File: src/rtl/lcd_sync_gen.sv
module lcd_sync_gen #(
  parameter int HW = 10,
  parameter int VW = 10
) (
  input  logic          clk,
  input  logic          rst_n,
  input  logic          pix_en,
  input  logic          mode_active,
  input  logic          pol_vs,
  input  logic          pol_hs,
  input  logic          pol_pc,
  input  logic          pol_oe,
  input  logic [HW-1:0] line_pix,
  input  logic [HW-1:0] hfront,
  input  logic [HW-1:0] hpulse,
  input  logic [HW-1:0] hback,
  input  logic [VW-1:0] frame_lines,
  input  logic [VW-1:0] vfront,
  input  logic [VW-1:0] vpulse,
  output logic          frame_o,
  output logic          line_o,
  output logic          oe_o,
  output logic          pclk_o,
  output logic          dvalid_o
);
  typedef enum logic [1:0] {H_PIX, H_FRONT, H_PULSE, H_BACK} hph_t;
  typedef enum logic [1:0] {V_PIX, V_FRONT, V_PULSE} vph_t;

  hph_t          hph;
  vph_t          vph;
  logic [HW-1:0] hcnt, hlim;
  logic [VW-1:0] vcnt, vlim;
  logic          pclk_q;

  always_comb
    case (hph)
      H_PIX:   hlim = line_pix;
      H_FRONT: hlim = hfront;
      H_PULSE: hlim = hpulse;
      default: hlim = hback;
    endcase

  always_comb
    case (vph)
      V_PIX:   vlim = frame_lines;
      V_FRONT: vlim = vfront;
      default: vlim = vpulse;
    endcase

  wire h_end     = hcnt >= hlim;
  wire v_end     = vcnt >= vlim;
  wire line_tick = pix_en && hph == H_BACK && h_end;

  always_ff @(posedge clk) begin
    if (!rst_n) begin
      hph    <= H_BACK;
      hcnt   <= '0;
      vph    <= V_FRONT;
      vcnt   <= '0;
      pclk_q <= 1'b0;
    end else begin
      pclk_q <= pix_en;
      if (pix_en) begin
        if (h_end) begin
          hcnt <= '0;
          hph  <= hph_t'(hph + 2'd1);
        end else begin
          hcnt <= hcnt + HW'(1);
        end
      end
      if (line_tick) begin
        if (v_end) begin
          vcnt <= '0;
          case (vph)
            V_PIX:   vph <= mode_active ? V_FRONT : V_PIX;
            V_FRONT: vph <= mode_active ? V_PULSE : V_PIX;
            default: vph <= V_PIX;
          endcase
        end else begin
          vcnt <= vcnt + VW'(1);
        end
      end
    end
  end

  wire de_act = vph == V_PIX && hph == H_PIX;
  wire fr_act = mode_active ? (vph == V_PULSE) : (vph == V_PIX && vcnt == '0);

  assign frame_o  = fr_act ^ pol_vs;
  assign line_o   = (hph == H_PULSE) ^ pol_hs;
  assign oe_o     = mode_active & (de_act ^ pol_oe);
  assign pclk_o   = pclk_q ^ pol_pc;
  assign dvalid_o = pix_en & de_act;
endmodule

File: config.mk
export PLATFORM = sky130hd
export DESIGN_NAME = lcd_sync_gen
export DESIGN_NICKNAME = d
export VERILOG_FILES = /design/src/rtl/lcd_sync_gen.sv
export SDC_FILE = /design/constraint.sdc
export NUM_CORES = 1
export LEC_CHECK = 0
export BUFFER_PORTS_ARGS = -buffer_cell sky130_fd_sc_hd__buf_2
export CORE_ASPECT_RATIO = 0.5
export CORE_MARGIN = 3
export CORE_UTILIZATION = 49
export DETAILED_ROUTE_END_ITERATION = 8
export PLACE_DENSITY = 0.87
export SYNTH_ARGS = -nofsm -noshare
export SYNTH_HDL_FRONTEND = slang
export SYNTH_SLANG_ARGS = --single-unit
File: constraint.sdc
create_clock -name clk -period 3.7 [get_ports clk]
set_input_delay 0.74 -clock clk [delete_from_list [all_inputs] [get_ports clk]]
set_output_delay 0.74 -clock clk [all_outputs]
set_load 0.05 [all_outputs]
* After elaboration in Yosys (flattened, before gate mapping) *
Index checks and enable logic that the tools add are counted.

storage, ports and cells
  register bits after elaboration = 25
  bits of input ports = 78
  output and inout bits = 5
  logic and storage cells = 38

cells by class
  $add $sub $neg = 3
  order comparisons = 2
  eq/ne operators = 5
  multiplexer cells = 8
  bitwise logic cells = 6
  reductions and logical operators = 9

operators by type and width
  kind                                                                   number
  10-bit one-hot mux with 3 select lines                                 1
  10-bit by 1-bit adder with 10-bit output, second input constant        2
  10-bit greater-or-equal comparator                                     2
  10-bit 2-to-1 mux                                                      2
  10-bit one-hot mux with 2 select lines                                 1
  10-bit logical NOT                                                     1
  2-bit equality test, second input constant                             3
  2-bit by 1-bit equality test with 1-bit output, second input constant  2
  1-bit logical AND                                                      4
  2-bit logical NOT                                                      2
  2-bit one-hot mux with 2 select lines                                  1
  2-bit AND reduction                                                    2
  1-bit bitwise XOR                                                      4
  2-bit by 1-bit adder with 2-bit output, second input constant          1
  1-bit bitwise AND                                                      2
  1-bit 2-to-1 mux                                                       2
  2-bit 2-to-1 mux                                                       1

* Depth between registers and ports, before layout *
Gate-level depths: netlist of run 1.

  depth in word-level cells = 5
  mapped depth = 14
  depth with buffers taken out = 12

* Least setup slack after synthesis of run 1 *
Ideal clock, no wire load.

  path kind = flip-flop to flip-flop
  from = reg hph[0]
  to = reg vcnt[3]
  setup time = 0.072 ns
  arrival time = 2.818 ns
  data required time = 3.628 ns
  path slack = 0.810 ns
  cell stages (with the launch flop) = 15
  buffers on the path = 2
  clock period less this slack = 2.890 ns
  cell sequence = dfxtp_1 inv_1 ha_1 clkbuf_1 a222oi_1 nand2_1 o21ai_0 ha_1 a211oi_1 nor2_1 or3_1 buf_4 o211ai_2 nand2_1 a21oi_1

between the ends
  word-level cells in the longest chain between the ends = 4
  elaborated cells on any way between the ends = 8
  classes of those cells = order compare (1); eq/ne (3); mux (1); reduce/logical (3)

ends and longest elaborated chain
  element                                      line  RTL
  start: declaration                           29    hph_t hph;
  start signal: assignment                     66    hph <= hph_t'(hph + 2'd1);
  2-bit equality test (tied with other cells)  36    case (hph)
  10-bit one-hot mux with 3 select lines       36
  10-bit greater-or-equal comparator           50    wire h_end = hcnt >= hlim;
  1-bit logical AND *                          52    wire line_tick = pix_en && hph == H_BACK && h_end;
  end signal: assignment                       80    vcnt <= vcnt + VW'(1);
  end: declaration                             32    logic [VW-1:0] vcnt, vlim;

Mark *: on every way between the ends. The rest lies on a longest branch, timed or not.
A chain may end at the register's enable or synchronous reset.

* Final worst setup path of run 1 *
  from = reg hph[0]
  to = reg vcnt[5]

The elaborated chain is that of the path after synthesis.

==> results of run 1 <==
## worst paths after layout
check	to	slack, ns	cells past startpoint
worst min-delay path	vcnt[8]	0.54	2
worst max register to register	vcnt[5]	0.45	12
worst max-delay path	vcnt[5]	0.45	12
worst min register to register	vcnt[8]	0.54	2
## metal layers
metal / vias up / share of wire, % / GRT usage (%)
li1: 1106 / - / -
met1: 1002 / 44 / 24.9
met2: 66 / 50 / 36.1
met3: 2 / 6.0 / 3.98
met4: 0 / 0.21 / 3.40
met5: - / 0 / 0
## synth_stat cells, types with 3 or more instances
| cell | number |
|---|---|
| ha_1 | 28 |
| a211oi_1 | 3 |
| and2_1 | 3 |
| nor4_1 | 3 |
| mux2i_1 | 13 |
| a222oi_1 | 10 |
| xor2_1 | 12 |
| xnor2_1 | 7 |
| dfxtp_1 | 25 |
| or4_1 | 3 |
| nor2_1 | 32 |
| inv_1 | 9 |
| clkbuf_1 | 11 |
| o21ai_0 | 18 |
| a21oi_1 | 20 |
| nand4_1 | 7 |
| nand3_1 | 6 |
| nand2_1 | 24 |
| and3_1 | 4 |
## registers in the layout, summed over array words and instances, names as in the netlist
| register | count |
|---|---|
| hph | 2 |
| vph | 2 |
| pclk_q | 1 |
| vcnt | 10 |
| hcnt | 10 |
## placed cells by master, fill, tap and decap left out, types with 4 or more instances in the layout
cell,netlist,routed
ha_1,28,28
o21ai_0,18,18
inv_1,9,9
a21oi_1,20,20
nand3_1,6,6
mux2i_1,13,13
dfxtp_1,25,25
and3_1,4,4
a222oi_1,10,10
nand4_1,7,7
nor2_1,32,32
xnor2_1,7,7
nand2_1,24,24
xor2_1,12,12
buf_2,0,82
## logic make-up (layout without fill, tap and decap cells)
family          after synthesis  count (layout)  synth area share [%]
simple gates                 93              93                  21.6
xor+xnor                     19              19                  7.92
buf+inv                      22              95                  4.11
compound gates               62              62                  19.7
fa+ha+maj                    28              28                  16.7
mux                          13              13                  6.19
flops                        25              25                  23.8
## stage by stage
stage / setup WS (ns) / cells / total power (W) / util, % / area [um^2]
6_report: 0.448 / 389 / 0.000547 / 64.3 / 2570
4_1_cts: 0.474 / 389 / 0.000553 / 64.3 / 2570
3_3_place_gp: 0.602 / 385 / 0.000380 / 63.1 / 2530
5_1_grt: 0.216 / 389 / 0.000577 / 64.3 / 2570
3_5_place_dp: 0.495 / 385 / 0.000385 / 63.1 / 2530
2_1_floorplan: 0.810 / 262 / 0.000333 / - / 2100
## final cells by class
class,instances,area (um^2),area share [%]
Multi-Input combinational cell,215,1510,58.8
Clock inverter,1,7.51,0.292
Sequential cell,25,500,19.4
Inverter,9,33.8,1.31
Clock buffer,3,41.3,1.60
Timing Repair Buffer,82,410,15.9
Tap cell,54,67.6,2.62
## where the power goes
part	internal, W	switching [W]	total [W]
Combinational	0.0000516	0.0000527	0.000104
Sequential	0.000272	0.00000401	0.000276
Clock	0.0000764	0.0000903	0.000167
## worst max-delay path, stage by stage (launching register included)
cell,delay [ns]
dfxtp_1,0.40
inv_1,0.11
ha_1,0.35
a222oi_1,0.38
nand2_1,0.08
o21ai_0,0.09
ha_1,0.27
a211oi_1,0.23
nor2_1,0.07
or3_1,0.50
o211ai_2,0.27
nand2_1,0.25
a21oi_1,0.19
==> metrics.md, run 1 <==
| Metric | Value |
|---|---|
| Post-synth ARST share | 0% |
| Min Tclk post-route | 3.25 ns |
| PortBufs | 82 |
| Postcts setup bufs | 0 |
| Die ar. | 0.00516 mm^2 |
| Status | finished, final reports clean |
| Max-slew violation count | 0 |
| Hold Path Class | reg -> reg |
| Syn nets | 368 |
| Yosys reg bits | 25 |
| Period utilization | 87.9% |
| Drt via density | 5.59 |
| Crit-path max FO | 11 |
| EDFF count, synth | 0 |
| Nets | 442 |
| Ys flop type | dfxtp_1 |
| CTS H-tree lvls | 1 |
| Clk Latency, worst-skew pair | 0.28 ns |
| Worst-path clk slew | 0.09 ns |
| Largest net degree at the start of global routing | 26 |
| Routed Wire Length | 5.20 mm |
| Unique masters post-synth | 38 |
| Via count | 2176 |
| First-pass GRT wire length | 8.51 mm |
| FILL cells | 355 |
| Worst hold slack | 0.536 ns |
| Seq/Total Area, Yosys | 23.8% |
| Leak Pwr | 1.27 nW |
| Die Width | 98.6 um |
| WP data arrival | 3.46 ns |
| CP Class | reg -> reg |
| DRT iter0 DRCs | 92 |
| CTS Hold Bufs | 0 |
| WL/cell | 13.4 um |
| Hold Startpoint | vcnt[8] |
| Root Driver | clkbuf_8 |
| Fmax | 0.307 GHz |
| Detailed Routing Iterations Pass 1 | 4 |
| Vias in the first global route | 1994 |
| Global Route Usage Sum | 19.8% |
| Diode count | 0 |
| Antenna violations before repair | 0 |
| Area Overhead vs Synth | 22.6% |
| Clock sink total | 25 |
| Worst setup startpoint | hph[0] |
| Synthesized area | 0.00210 mm^2 |
| Hold Fails Final Rpt | 0 |
| Reg2reg start | hph[0] |
| CP Capture Type | flop |
| Worst Skew | 0.00707 ns |
| Max VDD drop | 0.166 mV |
| Synth area leaders | dfxtp_1 24%, ha_1 17%, mux2i_1 6.2% |
| Site Rows | 16 |
| Layout cells sized above 1 | 27.2% |
| Data required, critical path | 3.91 ns |
| Final Wtd Congestion | 0.900 |
| Core Region | 0.00400 mm^2 |
| Final setup fails | 0 |
| Worst slew pin tran | 0.718 ns |
| Top-area cell type share of the netlist area | 23.8% |
| Slew headroom | 52.1% |
| Area leader, netlist | dfxtp_1 |
| Setup Total Neg Slack | 0 ns |
| Unrepaired setup endpoints after global routing | false |
| Worst Setup Start Kind | flop |
| Synth Instances | 262 |
| Pwr Density | 212 mW/mm^2 |
| Die Height | 52.3 um |
| DRC Markers | 0 |
| Num CTS Buffers | 3 |
| # IOs | 83 |
| Overflow after GRT | 0 |
| DRT antenna net count | 0 |
| Syn Area/Cell | 8.02 um^2 |
| PostCTS Resize Cnt | 0 |
| Max clock buf depth | 2 |
| Max Cap Violations | 0 |
| Starting density of the core | 52.5% |
| Final HPWL DP | 4.22 mm |
| CTS tree | yes |
| Synth warn | 0 |
No activity file was read; power rests on OpenSTA's default activity.
==> inputs of run 2 (changes only) <==
BUFFER_PORTS_ARGS = unset   (was -buffer_cell sky130_fd_sc_hd__buf_2)
CORE_UTILIZATION = 55   (was 49)
DONT_BUFFER_PORTS = 1   (was unset)
PLACE_DENSITY = 0.82   (was 0.87)
clock period = 4.1 ns   (was 3.7 ns; I/O delays follow)
==> metrics.md, run 2 (synthesis gave the netlist of run 1 again) <==
| Metric | Value |
|---|---|
| Starting density of the core | 59.2% (+6.8 points) |
| Antenna violations before repair | 0 (unchanged) |
| Largest net degree at the start of global routing | 26 (unchanged) |
| Final core utilization | 61.0% (-3.3 points) |
| Area Overhead vs Synth | 3.04% |
| Global Route Usage Sum | 20.4% (+0.60 points) |
| CP Class | reg -> reg |
| Max clock buf depth | 2 (unchanged) |
| CTS tree | yes |
| CP Capture Type | flop |
| Crit-path max FO | 11 (unchanged) |
| WP data arrival | 3.55 ns (+0.09 ns) |
| Die ar. | 0.00464 mm^2 (-10%) |
| Pwr Density | 208 mW/mm^2 (-2.0%) |
| Status | finished, final reports clean |
| Final HPWL DP | 3.88 mm (-8.0%) |
| WL/cell | 16.0 um (+20%) |
| Postcts setup bufs | 0 (unchanged) |
| PostCTS Resize Cnt | 0 (unchanged) |
| Clk Latency, worst-skew pair | 0.27 ns (about the same) |
| CTS Hold Bufs | 0 (unchanged) |
| Max Cap Violations | 0 (unchanged) |
| DRT iter0 DRCs | 92 (unchanged) |
| Largest regs | hcnt (10), vcnt (10) |
| # IOs | 83 (unchanged) |
| Metal2 WL | 2.36 mm (-9.4%) |
| DRC Markers | 0 (unchanged) |
| First-pass GRT wire length | 7.62 mm (-10%) |
| Routed Wire Length | 4.89 mm (-6.0%) |
| Worst Setup Start Kind | flop |
| Commonest non-fill, non-tap cell in the layout | nor2_1 |
| Worst slew pin tran | 1.02 ns (+0.304 ns) |
| CTS H-tree lvls | 1 (unchanged) |
| PortBufs | 0 (-100%) |
| Via count | 1886 (-13%) |
| Unrepaired setup endpoints after global routing | false |
| Clock sink total | 25 (unchanged) |
| Max VDD drop | 0.0919 mV (-45%) |
| Fmax | 0.298 GHz (-2.9%) |
| Detailed Routing Iterations Pass 1 | 4 (unchanged) |
| Layout cells sized above 1 | 3.54% (-24 points) |
| Min Tclk post-route | 3.35 ns (+0.0979 ns) |
| Max-slew violation count | 0 (unchanged) |
| Top Metal Used | met4 |
| R2R setup slack | 0.75 ns (+0.30 ns) |
| Nets | 361 (-18%) |
| Leak Pwr | 0.955 nW (-25%) |
| Setup Total Neg Slack | 0 ns (unchanged) |
| Worst hold slack | 0.548 ns (+0.0118 ns) |
| Root Driver | clkbuf_8 |
| Overflow after GRT | 0 (unchanged) |
| Die Width | 93.4 um (-5.3%) |
| Hold Fails Final Rpt | 0 (unchanged) |
| Core Region | 0.00355 mm^2 (-11%) |
| Diode count | 0 (unchanged) |
| DRT antenna net count | 0 (unchanged) |
| Drt via density | 6.18 (+11%) |
| Data required, critical path | 4.30 ns (+0.39 ns) |
| Final Wtd Congestion | 0.850 (-5.6%) |
| Routed wl met3 | 311 um (+0.32%) |
| Hold Path Class | reg -> reg |
| Final setup fails | 0 (unchanged) |
| Worst-path clk slew | 0.09 ns (about the same) |
| Num CTS Buffers | 3 (unchanged) |
| Site Rows | 15 (-1) |
| Die Height | 49.7 um (-5.0%) |
| Slew headroom | 31.6% (-20 points) |
| Commonest cells after routing, fill and taps aside | 32 x nor2_1, 28 x ha_1, 25 x dfxtp_1 |
| Wl on met1 | 2.15 mm (-5.9%) |
| Vias in the first global route | 1753 (-12%) |
| Period utilization | 81.7% (-6.2 points) |
| Worst Skew | 0.00132 ns (-0.00575 ns) |
==> run 2: routing by layer <==
layer	vias to the layer above	track usage [%]
met4	0	7.79
met1	872	25.0
li1	941	-
met5	-	0
met3	8	5.03
met2	65	34.7
==> run 2: final timing paths <==
check | endpoint | start | depth (start not counted)
min reg2reg | hcnt[9] | hcnt[9] | 2
max reg2reg | vcnt[8] | hph[0] | 12
max | vcnt[8] | hph[0] | 12
min | hcnt[9] | hcnt[9] | 2
==> run 2: area by class of cell <==
| type | count | area, um^2 |
|---|---|---|
| Multi-Input combinational cell | 215 | 1510 |
| Clock buffer | 4 | 45.0 |
| Timing Repair Buffer | 1 | 7.51 |
| Sequential cell | 25 | 500 |
| Tap cell | 51 | 63.8 |
| Inverter | 9 | 33.8 |
| Fill cell | 311 | 1380 |
==> run 2: power by group <==
group	switching [W]	total (W)	internal (W)	leakage [nW]
sequential	0.00000334	0.000249	0.000245	0.202
clock	0.0000786	0.000148	0.0000696	0.0228
combinational	0.0000333	0.0000535	0.0000203	0.731
==> run 2: metrics by stage <==
step                      instances  setup WS (ns)  area (um^2)  total power, W
final                           305          0.750         2160        0.000450
after CTS                       305          0.777         2160        0.000453
after detailed placement        301          0.855         2120        0.000308
after floorplan                 262           1.21         2100        0.000300
after global placement          301          0.967         2120        0.000305
after global routing            305          0.489         2160        0.000469
==> run 2: critical path: stages (launching register included) <==
cell      delay [ns]
dfxtp_1         0.39
inv_1           0.11
ha_1            0.35
a222oi_1        0.41
nand2_1         0.12
o21ai_0         0.11
ha_1            0.16
nand4_1         0.20
a211oi_1        0.23
or3_1           0.34
o21ai_4         0.14
or4_1           0.53
a21oi_1         0.17
==> inputs of run 3 (changes only) <==
PLACE_DENSITY = 0.85   (was 0.82)
clock period = 2.8 ns   (was 4.1 ns; I/O delays follow)
==> metrics.md, run 3 (synthesis gave the netlist of run 1 again) <==
| Metric | Value |
|---|---|
| PortBufs | 0 (unchanged) |
| Dpl cell area | 0.00225 mm^2 (+6.4%) |
| Min Tclk post-route | 2.98 ns (-0.370 ns) |
| Int Pwr | 0.000499 W (+49%) |
| Diode count | 0 (unchanged) |
| Clock sink total | 25 (unchanged) |
| Final Wtd Congestion | 0.861 (+1.2%) |
| Hold Fails Final Rpt | 0 (unchanged) |
| Routed Wire Length | 5.90 mm (+21%) |
| Starting density of the core | 59.2% (unchanged) |
| Root Driver | clkbuf_8 |
| Final setup fails | 18 (+18) |
| Max Cap Violations | 0 (unchanged) |
| Worst-path clk slew | 0.10 ns (about the same) |
| Worst setup startpoint | hph[0] |
| Crit path cell chain | buf_4 -> ha_4 -> a222oi_1 -> a21oi_2 -> ha_1 -> nand2b_1 -> a211oi_2 -> buf_4 -> nor3_4 -> buf_4 -> o211ai_4 -> buf_4 -> nand3_1 -> o21ai_0 |
| Fin cells | 331 (+8.5%) |
| Reg2reg start | hph[0] |
| Pwr Density | 271 mW/mm^2 (+30%) |
| Unrepaired setup endpoints after global routing | true |
| Sw Ratio | 26.8% (+1.2 points) |
| Failing checks | negative setup slack |
| CTS tree | yes |
| Core Region | 0.00355 mm^2 (unchanged) |
| Largest net degree at the start of global routing | 23 (-12%) |
| DRT iter0 DRCs | 126 (+37%) |
| Max-slew violation count | 0 (unchanged) |
| Global Route Usage Sum | 23.4% (+2.9 points) |
| Antenna violations before repair | 0 (unchanged) |
| Drt via density | 6.38 (+3.2%) |
| CP Class | reg -> reg |
| Most used cell, CP | buf_4 |
| Vias in the first global route | 1927 (+9.9%) |
| Hold Path Class | in -> reg |
| R2R setup slack | -0.18 ns (-0.93 ns) |
| Crit-path max FO | 10 (-1) |
| Sequential share of power | 53.3% (-1.9 points) |
| Worst slew pin tran | 0.505 ns (-0.517 ns) |
| Layout cells sized above 1 | 21.1% (+18 points) |
| Total chip power | 0.000682 W (+52%) |
| Overflow after GRT | 0 (unchanged) |
| Placed cells | 316 (+5.0%) |
| Die Width | 93.4 um (unchanged) |
| Slew headroom | 66.4% (+35 points) |
| Status | finished, violations left |
| Fmax | 0.336 GHz (+12%) |
| Period utilization | 106% (+25 points) |
| Final WS setup | -0.180 ns (-0.930 ns) |
| Via count | 2113 (+12%) |
| Hold Startpoint | rst_n |
| Commonest non-fill, non-tap cell in the layout | nor2_1 |
| Worst Skew | 0.0116 ns (+0.0103 ns) |
| Commonest cells after routing, fill and taps aside | 31 x nor2_1, 25 x ha_1, 23 x buf_4 |
| Num CTS Buffers | 3 (unchanged) |
| Die ar. | 0.00464 mm^2 (unchanged) |
| Crit path max-delay cell type | a222oi_1 |
| # IOs | 83 (unchanged) |
| Max clock buf depth | 2 (unchanged) |
| Worst hold slack | 0.361 ns (-0.187 ns) |
| WL/cell | 17.8 um (+11%) |
| DRC Markers | 0 (unchanged) |
| DRT antenna net count | 0 (unchanged) |
| CP Capture Type | flop |
| Nets | 387 (+7.2%) |
| Final HPWL DP | 4.06 mm (+4.7%) |
| CTS H-tree lvls | 1 (unchanged) |
| Data required, critical path | 2.99 ns (-1.31 ns) |
| Comb pwr share | 14.2% (+2.3 points) |
| Site Rows | 15 (unchanged) |
| CP peak stage delay | 0.43 ns (-0.10 ns) |
| CTS Hold Bufs | 0 (unchanged) |
| Switching power | 0.000183 W (+59%) |
| Max VDD drop | 0.161 mV (+75%) |
| Detailed Routing Iterations Pass 1 | 6 (+2) |
| Clock share of power | 32.5% (-0.4 points) |
| Die Height | 49.7 um (unchanged) |
| Largest regs | hcnt (10), vcnt (10) |
| Worst Setup Start Kind | flop |
| Clk Latency, worst-skew pair | 0.28 ns (about the same) |
| WP data arrival | 3.17 ns (-0.38 ns) |
| First-pass GRT wire length | 8.71 mm (+14%) |
| Area Overhead vs Synth | 19.7% |
| Leak Pwr | 1.08 nW (+13%) |
| Fin area | 0.00251 mm^2 (+16%) |
-- run 3: repair_timing --
item / in CTS / in global routing
pin swaps: 11 / 15
resized for setup: 23 / 14
setup buffers: 5 / 5
cloned: 1 / 0
setup endpoints to repair: 24 / 24
-- run 3: power by group through the flow --
| stage | logic (W) | registers (W) | clock network, W |
|---|---|---|---|
| floorplan | 0.0000691 | 0.000371 | 0 |
| global placement | 0.0000823 | 0.000372 | 0 |
| detailed placement | 0.0000867 | 0.000372 | 0 |
| CTS | 0.0000907 | 0.000363 | 0.000223 |
| global route | 0.000107 | 0.000364 | 0.000237 |
| finish | 0.0000968 | 0.000363 | 0.000222 |
-- run 3: critical path, delay by kind of cell (launching register included) --
kind                     cells  cell delay [ns]
buffers and inverters        4             0.64
AND/OR/NAND/NOR              3             0.31
flip-flops                   1             0.34
AO/OA/AOI/OAI                5             1.12
adder cells (fa/ha/maj)      2             0.48
-- run 3: metrics by stage --
step / worst slack (ns) / TNS [ns] / util, %
floorplan: 0.0129 / 0 / -
global placement: -0.107 / -1.61 / 63.6
detailed placement: -0.295 / -4.52 / 63.6
CTS: 0.00343 / 0 / 68.7
global route: -0.308 / -4.42 / 70.9
finish: -0.180 / -1.43 / 70.9
-- run 3: cell type report --
type,instances,area [um^2]
tap,51,63.8
sequential,25,507
timing repair buffer,26,215
fill,232,1030
multi-input combinational,216,1640
clock buffer,3,41.3
clock inverter,1,7.51
inverter,9,38.8
-- run 3: final timing paths --
kind | end | cells past startpoint
hold / removal | vph[0] | 1
setup / recovery | vph[1] | 14
setup reg to reg | vph[1] | 14
hold reg to reg | hcnt[9] | 2
-- run 3: layer usage --
layer	up-vias	track usage, %	part of all wire, %
met3	25	5.95	7.8
met1	974	27.0	41
met5	-	0	0
met4	0	10.2	3.5
li1	1001	-	-
met2	113	40.9	48
